$ cat config.mk
export PLATFORM = sky130hd
export DESIGN_NAME = idx_shift_sequencer
export DESIGN_NICKNAME = d
export VERILOG_FILES = /design/src/rtl/seq_pkg.sv /design/src/rtl/seq_ctrl.sv /design/src/rtl/seq_dpath.sv /design/src/rtl/idx_shift_sequencer.sv
export SDC_FILE = /design/constraint.sdc
export NUM_CORES = 1
export LEC_CHECK = 0
export ABC_AREA = 1
export BUFFER_PORTS_ARGS = -buffer_cell sky130_fd_sc_hd__buf_2
export CAP_MARGIN = 20
export CELL_PAD_IN_SITES_DETAIL_PLACEMENT = 0
export CELL_PAD_IN_SITES_GLOBAL_PLACEMENT = 2
export CORE_MARGIN = 2
export CORE_UTILIZATION = 24
export CTS_CLUSTER_SIZE = 24
export DETAILED_ROUTE_END_ITERATION = 10
export GPL_ROUTABILITY_DRIVEN = 0
export PLACE_DENSITY_LB_ADDON = 0.2
export SYNTH_ARGS = -nofsm -noshare
export SYNTH_HDL_FRONTEND = slang
export SYNTH_SLANG_ARGS = --single-unit
$ cat constraint.sdc
create_clock -name clk -period 2.45 [get_ports clk]
set_clock_uncertainty 0.1 [all_clocks]
set_input_delay 0.1225 -clock clk [delete_from_list [all_inputs] [get_ports clk]]
set_output_delay 0.1225 -clock clk [all_outputs]
set_load 0.03 [all_outputs]
$ cat src/rtl/seq_pkg.sv
package seq_pkg;
  localparam int BYTE_W = 8;
  localparam int LEN_FETCH = 4;
  localparam int LEN_DISP = 3;
  localparam int LEN_OPC_IDX = 5;
  localparam int LEN_OPC_IND = 4;
  localparam int LEN_RDM = 4;
  localparam int LEN_WRM = 3;
  localparam int LEN_MAX = 5;
  localparam int T_W = $clog2(LEN_MAX + 1);
  localparam int STEP_MAX = 6;
  localparam int M_W = $clog2(STEP_MAX + 1);
  localparam logic [BYTE_W-1:0] PFX_MASK = 8'hDF;
  localparam logic [BYTE_W-1:0] PFX_CODE = 8'hDD;
  localparam int PFX_SEL_BIT = 5;

  typedef enum logic [1:0] {
    BUS_IDLE  = 2'd0,
    BUS_FETCH = 2'd1,
    BUS_READ  = 2'd2,
    BUS_WRITE = 2'd3
  } busKindT;

  typedef enum logic [2:0] {
    ST_IDLE, ST_FIRST, ST_GRP, ST_DISP, ST_OPC, ST_RDM, ST_WRM
  } stepT;

  typedef struct packed {
    logic ldPc;
    logic incPc;
    logic ldPrefix;
    logic ldDisp;
    logic ldOp;
    logic ldEaIdx;
    logic ldEaPair;
    logic ldOperand;
    logic useEa;
    logic drvWr;
  } strobeT;
endpackage

$ cat src/rtl/seq_ctrl.sv
module seq_ctrl
  import seq_pkg::*;
(
  input  logic           clk,
  input  logic           rstN,
  input  logic           startReq,
  input  logic           firstIsPrefix,
  output strobeT         strobe,
  output logic [1:0]     busKind,
  output logic           busStart,
  output logic [M_W-1:0] mCycle,
  output logic [T_W-1:0] tState,
  output logic           busy,
  output logic           done
);
  stepT           step;
  logic [T_W-1:0] tCnt;
  logic [M_W-1:0] mCnt;
  logic           indexed;
  logic           doneQ;
  logic [T_W-1:0] curLen;
  logic           lastT;

  always_comb begin
    case (step)
      ST_FIRST, ST_GRP: curLen = T_W'(LEN_FETCH);
      ST_DISP:          curLen = T_W'(LEN_DISP);
      ST_OPC:           curLen = indexed ? T_W'(LEN_OPC_IDX) : T_W'(LEN_OPC_IND);
      ST_RDM:           curLen = T_W'(LEN_RDM);
      ST_WRM:           curLen = T_W'(LEN_WRM);
      default:          curLen = '0;
    endcase
  end

  assign lastT = (step != ST_IDLE) && (tCnt == curLen);

  always_ff @(posedge clk) begin
    if (!rstN) begin
      step    <= ST_IDLE;
      tCnt    <= '0;
      mCnt    <= '0;
      indexed <= 1'b0;
      doneQ   <= 1'b0;
    end else begin
      doneQ <= 1'b0;
      if (step == ST_IDLE) begin
        if (startReq) begin
          step    <= ST_FIRST;
          tCnt    <= T_W'(1);
          mCnt    <= M_W'(1);
          indexed <= 1'b0;
        end
      end else if (lastT) begin
        tCnt <= T_W'(1);
        mCnt <= mCnt + M_W'(1);
        case (step)
          ST_FIRST: begin
            indexed <= firstIsPrefix;
            step    <= firstIsPrefix ? ST_GRP : ST_OPC;
          end
          ST_GRP:  step <= ST_DISP;
          ST_DISP: step <= ST_OPC;
          ST_OPC:  step <= ST_RDM;
          ST_RDM:  step <= ST_WRM;
          default: begin
            step  <= ST_IDLE;
            tCnt  <= '0;
            mCnt  <= '0;
            doneQ <= 1'b1;
          end
        endcase
      end else begin
        tCnt <= tCnt + T_W'(1);
      end
    end
  end

  always_comb begin
    strobe           = '0;
    strobe.ldPc      = (step == ST_IDLE) && startReq;
    strobe.incPc     = lastT && (step inside {ST_FIRST, ST_GRP, ST_DISP, ST_OPC});
    strobe.ldPrefix  = lastT && (step == ST_FIRST);
    strobe.ldDisp    = lastT && (step == ST_DISP);
    strobe.ldOp      = lastT && (step == ST_OPC);
    strobe.ldEaIdx   = lastT && (step == ST_OPC) && indexed;
    strobe.ldEaPair  = lastT && (step == ST_OPC) && !indexed;
    strobe.ldOperand = lastT && (step == ST_RDM);
    strobe.useEa     = (step == ST_RDM) || (step == ST_WRM);
    strobe.drvWr     = (step == ST_WRM);
  end

  always_comb begin
    case (step)
      ST_FIRST, ST_GRP, ST_OPC: busKind = BUS_FETCH;
      ST_DISP, ST_RDM:          busKind = BUS_READ;
      ST_WRM:                   busKind = BUS_WRITE;
      default:                  busKind = BUS_IDLE;
    endcase
  end

  assign busy     = (step != ST_IDLE);
  assign busStart = busy && (tCnt == T_W'(1));
  assign mCycle   = mCnt;
  assign tState   = tCnt;
  assign done     = doneQ;
endmodule

$ cat src/rtl/seq_dpath.sv
module seq_dpath
  import seq_pkg::*;
#(
  parameter int ADDR_W = 16
) (
  input  logic              clk,
  input  logic              rstN,
  input  strobeT            strobe,
  input  logic [ADDR_W-1:0] startAddr,
  input  logic [ADDR_W-1:0] idxX,
  input  logic [ADDR_W-1:0] idxY,
  input  logic [ADDR_W-1:0] pairAddr,
  input  logic [BYTE_W-1:0] rdData,
  input  logic [BYTE_W-1:0] shiftResult,
  output logic              firstIsPrefix,
  output logic [ADDR_W-1:0] busAddr,
  output logic [BYTE_W-1:0] wrData,
  output logic [BYTE_W-1:0] shiftOp,
  output logic [BYTE_W-1:0] shiftOperand
);
  localparam int EXT_W = ADDR_W - BYTE_W;

  logic [ADDR_W-1:0] pcCur;
  logic [ADDR_W-1:0] ea;
  logic [BYTE_W-1:0] disp;
  logic [BYTE_W-1:0] opByte;
  logic [BYTE_W-1:0] operand;
  logic              selY;
  logic [ADDR_W-1:0] dispExt;
  logic [ADDR_W-1:0] idxSel;

  assign firstIsPrefix = ((rdData & PFX_MASK) == PFX_CODE);
  assign dispExt       = {{EXT_W{disp[BYTE_W-1]}}, disp};
  assign idxSel        = selY ? idxY : idxX;

  always_ff @(posedge clk) begin
    if (!rstN) begin
      pcCur   <= '0;
      ea      <= '0;
      disp    <= '0;
      opByte  <= '0;
      operand <= '0;
      selY    <= 1'b0;
    end else begin
      if (strobe.ldPc)           pcCur   <= startAddr;
      else if (strobe.incPc)     pcCur   <= pcCur + ADDR_W'(1);
      if (strobe.ldPrefix)       selY    <= rdData[PFX_SEL_BIT];
      if (strobe.ldDisp)         disp    <= rdData;
      if (strobe.ldOp)           opByte  <= rdData;
      if (strobe.ldEaIdx)        ea      <= idxSel + dispExt;
      else if (strobe.ldEaPair)  ea      <= pairAddr;
      if (strobe.ldOperand)      operand <= rdData;
    end
  end

  assign busAddr      = strobe.useEa ? ea : pcCur;
  assign wrData       = strobe.drvWr ? shiftResult : '0;
  assign shiftOp      = opByte;
  assign shiftOperand = operand;
endmodule

$ cat src/rtl/idx_shift_sequencer.sv
module idx_shift_sequencer
  import seq_pkg::*;
#(
  parameter int ADDR_W = 16
) (
  input  logic              clk,
  input  logic              rstN,
  input  logic              startReq,
  input  logic [ADDR_W-1:0] startAddr,
  input  logic [ADDR_W-1:0] idxX,
  input  logic [ADDR_W-1:0] idxY,
  input  logic [ADDR_W-1:0] pairAddr,
  input  logic [7:0]        busRdData,
  input  logic [7:0]        shiftResult,
  output logic [1:0]        busKind,
  output logic              busStart,
  output logic [ADDR_W-1:0] busAddr,
  output logic [7:0]        busWrData,
  output logic [7:0]        shiftOp,
  output logic [7:0]        shiftOperand,
  output logic [2:0]        mCycle,
  output logic [2:0]        tState,
  output logic              busy,
  output logic              done
);
  strobeT strobe;
  logic   firstIsPrefix;

  seq_ctrl u_ctrl (
    .clk          (clk),
    .rstN         (rstN),
    .startReq     (startReq),
    .firstIsPrefix(firstIsPrefix),
    .strobe       (strobe),
    .busKind      (busKind),
    .busStart     (busStart),
    .mCycle       (mCycle),
    .tState       (tState),
    .busy         (busy),
    .done         (done)
  );

  seq_dpath #(.ADDR_W(ADDR_W)) u_dpath (
    .clk          (clk),
    .rstN         (rstN),
    .strobe       (strobe),
    .startAddr    (startAddr),
    .idxX         (idxX),
    .idxY         (idxY),
    .pairAddr     (pairAddr),
    .rdData       (busRdData),
    .shiftResult  (shiftResult),
    .firstIsPrefix(firstIsPrefix),
    .busAddr      (busAddr),
    .wrData       (busWrData),
    .shiftOp      (shiftOp),
    .shiftOperand (shiftOperand)
  );
endmodule

# ---- Word level (Yosys, flattened, before mapping)
# Index checks and enable logic that the tools add are counted.
dict set report totals {
  word_cells 80
  in_bits 83
  regBits 68
  output_inout_bits 51
}
dict set report op_classes {
  n_reduce_logical 27
  muxes 26
  eq_ne 10
  addsub 4
  bitwise_logic 2
}
# op count
set op_table {}
lappend op_table {{2-to-1 mux 16 bit} 6}
lappend op_table {{2-to-1 mux 3 bit} 9}
lappend op_table {{adder 16 x 1 -> 16 bit (second input constant)} 1}
lappend op_table {{adder 16 bit} 1}
lappend op_table {{case mux 3 bit (5 select lines)} 1}
lappend op_table {{logical AND 1 bit} 10}
lappend op_table {{equality test 3 bit (second input constant)} 3}
lappend op_table {{case mux 3 bit (3 select lines)} 1}
lappend op_table {{OR reduction 3 bit} 3}
lappend op_table {{2-to-1 mux 8 bit} 1}
lappend op_table {{nonzero test 2 bit} 4}
lappend op_table {{equality test 7 bit (second input constant)} 1}
lappend op_table {{2-to-1 mux 1 bit} 7}
lappend op_table {{adder 3 x 1 -> 3 bit (second input constant)} 2}
lappend op_table {{equality test 3 x 1 -> 1 bit (second input constant)} 2}
lappend op_table {{equality test 3 x 2 -> 1 bit (second input constant)} 2}
lappend op_table {{case mux 2 bit (3 select lines)} 1}
lappend op_table {{OR reduction 5 bit} 1}
lappend op_table {{nonzero test 4 bit} 1}
lappend op_table {{OR reduction 2 bit} 2}
lappend op_table {{equality test 3 bit} 1}
lappend op_table {{logical NOT 3 bit} 1}
lappend op_table {{AND reduction 3 bit} 1}
lappend op_table {{nonzero test 3 bit} 1}
lappend op_table {{other kinds (5)} 6}

# ---- Depth between registers and ports, before layout
# Gate-level depths: netlist of the first run.
dict set report depth {
  word_depth 9
  mapped_depth 19
  depth_no_buf 17
}

# ---- Modules after synthesis
# A second synthesis of the first run with hierarchy kept.
dict set report hier_totals {
  hier_cells 714
  hier_area_um2 4616.9
}
# module n_inst area_per_inst_um2 seq_area_each_um2 cells_each
set by_module_without_submodules {}
lappend by_module_without_submodules {seq_dpath 1 3832.4 1141.1 594}
lappend by_module_without_submodules {seq_ctrl 1 784.5 220.2 120}

# ---- Worst setup path after synthesis of the first run
# Ideal clock, no wire load.
dict set report synth_path {
  kind {register to register}
  startpoint {register u_dpath.selY}
  endpoint {register u_dpath.ea[15]}
  t_arrival_ps 2074
  setup_slack_ps 158
  t_required_ps 2232
  setup_ps 118
  n_path_buf 1
  path_stages_with_launch 18
  period_less_slack_ps 2292
  path_cell_list {dfxtp_1 clkbuf_1 inv_1 or2_2 o21ai_0 inv_1 ha_1 nand3_1 nand2_1 nand3_1 nand2_1 nand2_1 nand2_1 nand2_1 nand2_1 nand2_1 nand2_1 a21oi_1}
}
dict set report synth_via {
  elab_chain_len 3
}
# element line
set synth_lines {}
lappend synth_lines {{start, declared} seq_dpath.sv:28} ;# logic selY;
lappend synth_lines {{start signal, assigned} seq_dpath.sv:47} ;# if (strobe.ldPrefix) selY <= rdData[PFX_SEL_BIT];
lappend synth_lines {{2-to-1 mux 16 bit} seq_dpath.sv:34} ;# assign idxSel = selY ? idxY : idxX;
lappend synth_lines {{adder 16 bit} seq_dpath.sv:50} ;# if (strobe.ldEaIdx) ea <= idxSel + dispExt;
lappend synth_lines {{2-to-1 mux 16 bit} seq_dpath.sv:50}
lappend synth_lines {{end signal, assigned} seq_dpath.sv:50}
lappend synth_lines {{end signal, assigned} seq_dpath.sv:51} ;# else if (strobe.ldEaPair) ea <= pairAddr;
lappend synth_lines {{end, declared} seq_dpath.sv:24} ;# logic [ADDR_W-1:0] ea;
# No other way between the ends.
# A chain may end at the register's enable or synchronous reset.

# ---- Worst setup path after layout of the first run
dict set report layout_path {
  startpoint {register u_ctrl.step[1]}
  endpoint {register u_dpath.ea[9]}
}
dict set report layout_via {
  elab_chain_len 8
  word_cells_on_any_way 17
  classes_between {7 x eq/ne; 2 x mux; 8 x reduce/logical}
}
# element line
set layout_lines {}
lappend layout_lines {{start, declared} seq_ctrl.sv:16} ;# stepT step;
lappend layout_lines {{start signal, assigned} seq_ctrl.sv:59} ;# step <= firstIsPrefix ? ST_GRP : ST_OPC;
lappend layout_lines {{equality test 3 bit (tied with other cells)} seq_ctrl.sv:25} ;# case (step)
lappend layout_lines {{OR reduction 3 bit (no source line) or OR reduction 2 bit (tied branches)} n/a}
lappend layout_lines {{case mux 3 bit (3 select lines)} seq_ctrl.sv:25}
lappend layout_lines {{equality test 3 bit} seq_ctrl.sv:35} ;# assign lastT = (step != ST_IDLE) && (tCnt == curLen);
lappend layout_lines {{logical AND 1 bit} seq_ctrl.sv:35}
lappend layout_lines {{logical AND 1 bit *} {seq_ctrl.sv:85, seq_ctrl.sv:86}}
lappend layout_lines {{logical AND 1 bit (on tied branches)} {seq_ctrl.sv:85, seq_ctrl.sv:86}}
lappend layout_lines {{2-to-1 mux 16 bit or nonzero test 2 bit (tied branches)} n/a}
# Every way passes the cells marked *; elsewhere a longest branch is shown, timed or not.

==> results of run 1 <==
==> metal layers <==
metal  share of wire, %  GRT usage [%]
met5                  0              0
met4               0.92           3.77
met3                4.8           3.52
met2                 47           27.4
met1                 47           20.7
==> per-stage QoR <==
stage	cell area (um2)	worst slack, ns	utilization (%)	total power, mW
2_1_floorplan	4780	0.158	-	3.95
3_3_place_gp	5840	0.0810	29.9	5.04
3_5_place_dp	5840	0.0887	29.9	5.01
4_1_cts	6310	0.0655	32.3	6.51
5_1_grt	6350	0.0121	32.5	6.99
6_report	6350	0.226	32.5	6.43
==> critical path: stages, from the launching register on <==
cell	delay, ns
dfxtp_1	0.47
inv_1	0.07
nand3_1	0.25
nand2_2	0.13
nor2_2	0.14
nand2_1	0.07
nand2_2	0.14
nand3_4	0.09
buf_4	0.24
o21ai_0	0.28
a21oi_1	0.10
==> state kept, by name, summed over array words and instances (netlist names) <==
register	flops
u_dpath.selY	1
u_dpath.disp	8
u_ctrl.done	1
u_ctrl.tState	3
u_ctrl.mCycle	3
u_ctrl.indexed	1
u_ctrl.step	3
u_dpath.pcCur	16
u_dpath.shiftOp	8
u_dpath.shiftOperand	8
u_dpath.ea	16
==> cell families (layout without fill, tap and decap cells) <==
logic type	Yosys count	in the layout	synth area share (%)
AOI/OAI and AO/OA	118	118	12.9
xor gates and xnor gates	15	15	2.75
adders and majority gates	20	20	5.39
buffers and inverters	110	270	9.37
DFF	68	68	28.5
muxes	3	3	0.654
other	0	1	0
and+or+nand+nor	459	459	40.5
==> repair_timing <==
action	CTS	global route
setup endpoints to repair	3	11
buffers inserted	0	0
resized for setup	1	14
pin swaps	0	1
endpoints found under the hold margin	18	0
hold buffers	15	0
==> final cells by class <==
type	count	area [um2]	area share, %
Multi-Input combinational cell	615	3020	47.5
Sequential cell	68	1360	21.4
Timing Repair Buffer	170	1010	15.8
Tap cell	265	332	5.22
Inverter	84	317	4.98
Clock buffer	12	246	3.88
Clock inverter	4	72.6	1.14
Antenna cell	1	2.50	0.0394
==> synthesized netlist by cell type, drive strengths merged <==
| cell type | count |
|---|---|
| o311ai | 1 |
| or2 | 2 |
| inv | 80 |
| a22oi | 1 |
| clkinv | 4 |
| a21o | 3 |
| nor2 | 99 |
| nor3 | 8 |
| nand3 | 65 |
| nand3b | 2 |
| nor4 | 1 |
| a21oi | 57 |
| mux2i | 2 |
| ha | 19 |
| mux2 | 1 |
| buf | 11 |
| o21bai | 2 |
| nand4 | 11 |
| nand2 | 270 |
| a211oi | 1 |
| xnor2 | 3 |
| dfxtp | 68 |
| o31ai | 1 |
| xor2 | 12 |
| clkbuf | 15 |
| o21ai | 52 |
| and2 | 1 |
| fa | 1 |
==> power by group <==
group | leakage [nW] | switching [mW] | total, mW | internal (mW)
combinational | 2.50 | 2.32 | 3.40 | 1.08
clock | 0.153 | 0.523 | 1.44 | 0.919
sequential | 0.554 | 0.216 | 1.59 | 1.37
total | 3.20 | 3.06 | 6.43 | 3.37
==> path summary, 6_finish.rpt <==
path,end,slack (ns),start
worst max-delay path,u_dpath.ea[9],0.23,u_ctrl.step[1]
worst min-delay path,u_dpath.disp[1],0.01,busRdData[1]
worst max register to register,u_dpath.ea[9],0.23,u_ctrl.step[1]
worst min register to register,u_dpath.ea[4],0.36,u_dpath.ea[4]
==> out/metrics.yaml, run 1 <==
status:
  outcome: "complete, no violations"
grt:
  grt_overflow: 0
  grt_pass1_vias: 5357
  antenna_found_initial: 1
  grt_first_pass_wirelength_um: 27400
  grt_use_total_pct: 16.1
  grt_max_degree: 34
timing:
  rsz0062_at_grt: "false"
  relSlewSlack_pct: 56.3
  tightest_slew_ns: 0.651
  timing.final.crit_share_pct: 90.8
  setup_violations: 0
  post-route-min-period_ns: 2.22
  hold_violations: 0
  max_freq_ghz: 0.450
  holdWs_ns: 0.0150
  setup_tns_ns: 0
  slew_violations: 0
detailed_routing:
  ant_nets: 0
  vias: 5360
  drt_iter0_drc: 209
  wirelength_um: 16900
  drcViolationCount: 0
  first_pass_iters: 4
  routedWlPerCell_um: 13.9
  vias_per_cell: 4.40
yosys:
  yosysUniqueCellTypes: 39
  synth_seq_area_share_pct: 28.5
  syn_inst: 793
  synth_fp_nets: 896
  synth_top_area_cell: "dfxtp_1"
  yosys-top-cells-area: "dfxtp_1 (28%), nand2_1 (21%), nor2_1 (7.3%)"
  ys_ff_latch: 68
  avgSynthCellArea_um2: 6.03
  synth_warnings: 0
  netlist_area_um2: 4780
  synth_top_cell_area_share_pct: 28.5
clock_network:
  clock_latency_ns: 0.34
  clk_pin_slew_worst_paths_ns: 0.06
  cts-root-buf: "clkbuf_16"
  clock_sinks: 68
  clock_path_buffers: 2
  ctsHtreeMaxLevel: 3
  cts_tree: "done"
  cts_made_buffers: 9
die:
  num_io_pins: 134
  die_area_um2: 21100
  die_h_um: 145
  dieWidth_um: 145
  placeableCoreArea_um2: 19500
  rows: 51
  start_util_pct: 24.5
layout:
  final_common_cell: "nand2_1"
  drive_gt1_share_pct: 22.0
  fill_cells: 2271
  final_nets: 1051
  final_cells: 1219
  mostFrequentLayoutCells: "nand2_1 (260), buf_2 (133), nor2_1 (93)"
  area_growth_pct: 32.9
placement:
  port_buffers: 133
  hpwlAfterDp_um: 13300
  dp_cells: 1187
min_path:
  hold_path_class: "input port to register"
  holdPathStages: 3
setup_path:
  worst-path-max-fanout: 27
  reg2reg_depth: 10
  crit_required_ns: 2.55
  worstSetupPathType: "register to register"
  arrival_ns: 2.33
  worstSetupStartpointType: "register"
  cp-end-kind: "register"
job:
  max_cap_violations: 0
pwr:
  leakagePower_nw: 3.20
  ir_drop_mv: 0.481
  power_density_nw_per_um2: 1010
Power figures use the tool's default switching activity.
==> run 2, diff against run 1 <==
- CORE_UTILIZATION: 24 -> 27
- GPL_TIMING_DRIVEN: default -> 1
- clock period: 2.45 -> 2.35 ns (I/O delays scaled with it)
==> out/metrics.yaml, run 2 (same netlist as run 1, synthesis figures left out) <==
placement:
  hpwlAfterDp_um: 12600  # -5.3%
  port_buffers: 133  # unchanged
grt:
  busiest_layer: "met2"
  grt_pass1_vias: 5142  # -4.0%
  grt_max_degree: 34  # unchanged
  grt_first_pass_wirelength_um: 26200  # -4.2%
  grtUsageMet2_pct: 29.4  # +2.0 points
  grt_use_total_pct: 17.9  # +1.9 points
  grt_overflow: 0  # unchanged
  grtUsageMet3_pct: 3.48  # -0.041 points
  grtUsageMet1_pct: 24.2  # +3.4 points
  antenna_found_initial: 0  # -1
clock_network:
  cts-root-buf: "clkbuf_16"
  clock_path_buffers: 2  # unchanged
  ctsHtreeMaxLevel: 3  # unchanged
  cts_setup_buffers: 0  # unchanged
  clock_latency_ns: 0.34  # about the same
  clock_sinks: 68  # unchanged
  cts_made_buffers: 9  # unchanged
  cts_tree: "done"
  clk_pin_slew_worst_paths_ns: 0.05  # about the same
timing:
  slew_violations: 0  # unchanged
  holdWs_ns: -0.00456  # -0.0195 ns
  setup_tns_ns: 0  # unchanged
  rsz0062_at_grt: "true"
  relSlewSlack_pct: 67.4  # +11 points
  hold_violations: 1  # +1
  timing.final.crit_share_pct: 94.4
  max_freq_ghz: 0.451
  post-route-min-period_ns: 2.22
  tightest_slew_ns: 0.486  # -0.165 ns
  setup_violations: 0  # unchanged
detailed_routing:
  drt_iter0_drc: 212  # +1.4%
  wirelength_um: 16300  # -3.8%
  first_pass_iters: 4  # unchanged
  ant_nets: 0  # unchanged
  vias_per_cell: 4.50  # +2.4%
  drcViolationCount: 0  # unchanged
  vias: 5345  # -0.28%
  routedWlPerCell_um: 13.7  # -1.2%
die:
  start_util_pct: 27.6  # +3.2 points
  die_area_um2: 18800  # -11%
  die_h_um: 137  # -5.6%
  dieWidth_um: 137  # -5.6%
  num_io_pins: 134  # unchanged
  placeableCoreArea_um2: 17300  # -11%
  rows: 48  # -5.9%
setup_path:
  crit_required_ns: 2.13  # -0.42 ns
  startpoint: "u_ctrl.step[0]"
  reg2reg_depth: 14  # +4
  ff2ff_setup_slack_ns: 0.17  # -0.06 ns
  worstSetupStartpointType: "register"
  cp-end-kind: "output port"
  arrival_ns: 2.00  # -0.33 ns
  rr_endpoint: "u_dpath.ea[4]"
  worst-path-max-fanout: 31  # +15%
  worstSetupPathType: "register to output port"
  r2r_start: "u_dpath.selY"
pwr:
  leakagePower_nw: 3.19  # -0.38%
  power_density_nw_per_um2: 1010  # about the same
  ir_drop_mv: 0.602  # +25%
min_path:
  hold_start: "pairAddr[6]"
  hold_path_class: "input port to register"
  holdPathStages: 3  # unchanged
  hold_end: "u_dpath.ea[6]"
layout:
  fill_cells: 2018  # -11%
  regArea_um2: 1370  # +0.18%
  drive_gt1_share_pct: 22.3  # +0.31 points
  multiInputGateArea_um2: 3030  # +0.29%
  mostFrequentLayoutCells: "nand2_1 (260), buf_2 (133), nor2_1 (90)"
  area_growth_pct: 32.6
  antennaDiodeCount: 0  # -1
  reg.largest.list: "u_dpath.ea: 16 flops, u_dpath.pcCur: 16 flops"
  final_common_cell: "nand2_1"
  final_nets: 1060  # +0.86%
status:
  outcome: "complete, but fails checks"
  violations: "hold timing"
job:
  max_cap_violations: 0  # unchanged
run 2: changes by cell type in the layout (fill, tap and decap cells not counted), moves of 2 or more:
cell           change
buf_6              +2
dlygate4sd3_1      +8
buf_12             -2
nor2_2             +3
ha_1               -3
ha_2               +2
nor2_1             -3
bufinv_16          -2
run 2: cell type report:
cell class / count / share of cell area, %
Inverter: 84 / 5.03
Clock buffer: 12 / 3.89
Timing Repair Buffer: 179 / 17.0
Clock inverter: 4 / 0.395
Multi-Input combinational cell: 615 / 47.7
Tap cell: 225 / 4.44
Sequential cell: 68 / 21.5
run 2: worst max-delay path by stage:
stage | end
finish | busAddr[15]
global route | u_dpath.ea[4]
CTS | u_dpath.ea[15]
detailed placement | u_dpath.ea[15]
global placement | u_dpath.ea[4]
floorplan | u_dpath.ea[15]
run 2: stage by stage:
stage | instances | setup slack, ns | area [um2] | power, mW | utilization [%]
finish | 1187 | 0.130 | 6340 | 6.41 | 36.6
global route | 1187 | -0.0284 | 6340 | 6.99 | 36.6
CTS | 1187 | 0.0287 | 6270 | 6.46 | 36.3
detailed placement | 1148 | 0.0371 | 5770 | 5.13 | 33.4
global placement | 1148 | 0.0633 | 5770 | 5.15 | 33.4
floorplan | 793 | 0.0578 | 4780 | 4.12 | -
run 2: timing repair:
action / 4_1_cts / 5_1_grt
hold buffers: 23 / 0
hold endpoints to repair: 34 / 0
setup endpoints to repair: 0 / 17
gates resized for setup: 0 / 24
run 2: metal layers:
metal	vias up	routed length, um
met5	-	0
met4	0	119
met3	7	585
met2	85	7580
met1	2387	8030
li1	2866	-
run 2: report_power, final:
part / switching [mW] / internal, mW / total [mW]
Combinational: 2.39 / 1.09 / 3.48
Sequential: 0.228 / 1.43 / 1.66
Clock: 0.522 / 0.739 / 1.26
Total: 3.14 / 3.27 / 6.41
run 2: worst max-delay path, stage by stage, from the launching register on:
cell and delay, ns:
dfxtp_1 0.43, nand3_1 0.14, buf_4 0.17, nand2_1 0.06, buf_4 0.28, mux2_2 0.38
buf_2 0.18
==> run 3, diff against run 2 <==
- SYNTH_HIERARCHICAL: default -> 1
==> out/metrics.yaml, run 3 <==
yosys:
  avgSynthCellArea_um2: 6.47  # +7.3%
  synth_seq_area_share_pct: 29.5  # +1.0 points
  synth_fp_nets: 817  # -8.8%
  yosys-top-cells-area: "dfxtp_1 (29%), nand2_1 (15%), inv_1 (7.5%)"
  synth_compound_area_share_pct: 14.4  # +1.6 points
  ys_ff_latch: 68  # unchanged
  synth_mux_area_share_pct: 4.15  # +3.5 points
  synth_most_common_cell: "nand2_1"
  synth_top_family_by_area: "simple AND/OR/NAND/NOR gates"
  syn_inst: 714  # -10%
  ys_top_cells_by_count: "nand2_1 (190), inv_1 (92), nor2_1 (80)"
  synthAdderAreaFrac_pct: 5.58  # +0.19 points
  synth_top_cell_area_share_pct: 29.5  # +1.0 points
  yosys.area_share.simple_pct: 32.1  # -8.4 points
  synth_warnings: 6  # +6
  synth_async_sr_flop_share_pct: 0  # unchanged
  netlist_area_um2: 4620  # -3.4%
  synth_flop_cell: "dfxtp_1"
  synth_top_area_cell: "dfxtp_1"
  synth-xor-area-share_pct: 3.98  # +1.2 points
  yosysUniqueCellTypes: 37  # -5.1%
  synth-edff-count: 0  # unchanged
timing:
  hold_violations: 0  # -1
  rsz0062_at_grt: "true"
  post-route-min-period_ns: 2.21  # -0.00832 ns
  timing.final.crit_share_pct: 94.1  # -0.35 points
  tightest_slew_ns: 0.418  # -0.0681 ns
  slew_violations: 0  # unchanged
  setup_violations: 0  # unchanged
  max_freq_ghz: 0.452  # +0.38%
  relSlewSlack_pct: 72.1  # +4.7 points
pwr:
  ir_drop_mv: 0.381  # -37%
  leakagePower_nw: 3.39  # +6.1%
  power_density_nw_per_um2: 834  # -17%
job:
  max_cap_violations: 0  # unchanged
setup_path:
  worst-path-max-fanout: 16  # -48%
  arrival_ns: 2.38  # +0.38 ns
  worstSetupStartpointType: "register"
  cp-end-kind: "register"
  worstSetupPathType: "register to register"
  crit_required_ns: 2.52  # +0.39 ns
detailed_routing:
  drcViolationCount: 0  # unchanged
  drt_iter0_drc: 172  # -19%
  first_pass_iters: 6  # +2
  vias: 5131  # -4.0%
  vias_per_cell: 4.48  # -0.48%
  routedWlPerCell_um: 13.0  # -5.2%
  ant_nets: 0  # unchanged
  wirelength_um: 14900  # -8.6%
clock_network:
  clock_latency_ns: 0.34  # about the same
  clock_sinks: 68  # unchanged
  clock_path_buffers: 2  # unchanged
  ctsHtreeMaxLevel: 3  # unchanged
  clk_pin_slew_worst_paths_ns: 0.06  # about the same
  cts_made_buffers: 9  # unchanged
  cts_tree: "done"
  cts-root-buf: "clkbuf_16"
layout:
  mostFrequentLayoutCells: "nand2_1 (185), buf_2 (131), inv_1 (90)"
  fin_area_um2: 6760  # +6.7%
  final_nets: 1023  # -3.5%
  area_growth_pct: 46.4
  reg.largest.list: "u_dpath/ea: 16 flops, u_dpath/pcCur: 16 flops"
  antennaDiodeCount: 0  # unchanged
  final_common_cell: "nand2_1"
  regArea_um2: 1380  # +0.73%
  final_cells: 1145  # -3.5%
  multiInputGateArea_um2: 2990  # -1.1%
  fill_cells: 1789  # -11%
  drive_gt1_share_pct: 31.2  # +8.9 points
die:
  rows: 47  # -2.1%
  start_util_pct: 27.7  # +0.10 points
  die_area_um2: 18200  # -3.3%
  placeableCoreArea_um2: 16600  # -3.8%
  die_h_um: 135  # -1.7%
  num_io_pins: 134  # unchanged
  dieWidth_um: 135  # -1.7%
placement:
  hpwlAfterDp_um: 11900  # -5.8%
  dp_cells: 1101  # -4.1%
  place_area_um2: 5910  # +2.4%
  port_buffers: 133  # unchanged
status:
  outcome: "complete, no violations"
grt:
  grt_overflow: 0  # unchanged
  antenna_found_initial: 1  # +1
  grt_first_pass_wirelength_um: 23900  # -8.7%
  grt_use_total_pct: 16.5  # -1.4 points
  grt_pass1_vias: 4986  # -3.0%
  grt_max_degree: 27  # -21%
min_path:
  hold_path_class: "input port to register"
run 3: cell types whose count changed in the layout (fill, tap and decap cells not counted), moves of 6 or more:
cell     previous run  this run
nand4_1            10         4
a21oi_1            55        45
ha_4                1         8
nand2_1           260       185
mux2_2              1        17
buf_4              21        55
inv_1              72        90
nor2_1             90        76
o21ai_0            50        59
nand3_1            62        33
run 3: final timing paths:
| path | from | end | slack (ns) | cells past startpoint |
|---|---|---|---|---|
| worst max register to register | u_dpath/selY | u_dpath/ea[9] | 0.14 | 14 |
| worst max-delay path | u_dpath/selY | u_dpath/ea[9] | 0.14 | 14 |
| worst min register to register | u_dpath/ea[11] | u_dpath/ea[11] | 0.36 | 2 |
| worst min-delay path | startAddr[12] | u_dpath/pcCur[12] | 0.003 | 3 |
run 3: report_power, final:
part           internal, mW  switching [mW]
combinational          1.04            1.53
clock                 0.992           0.553
sequential             1.35           0.176
total                  3.38            2.26
run 3: metrics by stage:
| step | worst slack (ns) | utilization [%] | power [mW] | hold WS (ns) | TNS [ns] |
|---|---|---|---|---|---|
| floorplan | 0.00529 | - | 3.03 | 0.138 | 0 |
| CTS | 0.0151 | 39.0 | 5.58 | 0.000275 | 0 |
| global placement | -0.117 | 35.5 | 3.95 | 0.305 | -0.501 |
| finish | 0.139 | 40.6 | 5.64 | 0.00312 | 0 |
| global route | -0.0125 | 40.6 | 6.06 | 0.0185 | -0.0373 |
| detailed placement | -0.0862 | 35.5 | 3.96 | 0.305 | -0.458 |
run 3: cells by family (layout without fill, tap and decap cells):
logic type,after synthesis,after routing
adders and majority gates,20,20
and+or+nand+nor,342,342
buffers and inverters,120,331
AOI/OAI and AO/OA,126,126
muxes,17,17
xor gates and xnor gates,21,21
DFF,68,68
run 3: cell type report:
class / instances / share of cell area [%]
clock buffers: 11 / 3.74
flip-flops and latches: 68 / 20.3
well taps: 220 / 4.07
inverters: 99 / 5.59
clock inverters: 5 / 1.22
multi-input cells: 526 / 44.3
repair buffers: 216 / 20.8
run 3: what timing repair did:
item | CTS | global route
gates resized for setup | 4 | 51
endpoints found under the hold margin | 36 | 0
pin swaps | 0 | 3
hold buffers | 23 | 0
setup endpoints to repair | 19 | 51
buffers inserted | 0 | 5
cloned | 0 | 0
run 3: critical path, cell delays in order, from the launching register on:
cell,delay (ns)
dfxtp_4,0.37
buf_12,0.15
mux2_2,0.36
ha_4,0.29
nand2_1,0.08
inv_1,0.09
nand2_2,0.07
buf_4,0.13
inv_1,0.04
nand2_1,0.06
nand2_1,0.06
nand2_1,0.05
nand3_1,0.10
nand2_1,0.07
a21oi_1,0.13
run 3: metal layers:
metal,wire [um],vias up,global-route usage [%]
met5,13,-,0
met4,172,2,3.68
met3,816,15,3.34
met2,7330,133,30.2
met1,6580,2272,19.9
li1,-,2709,-
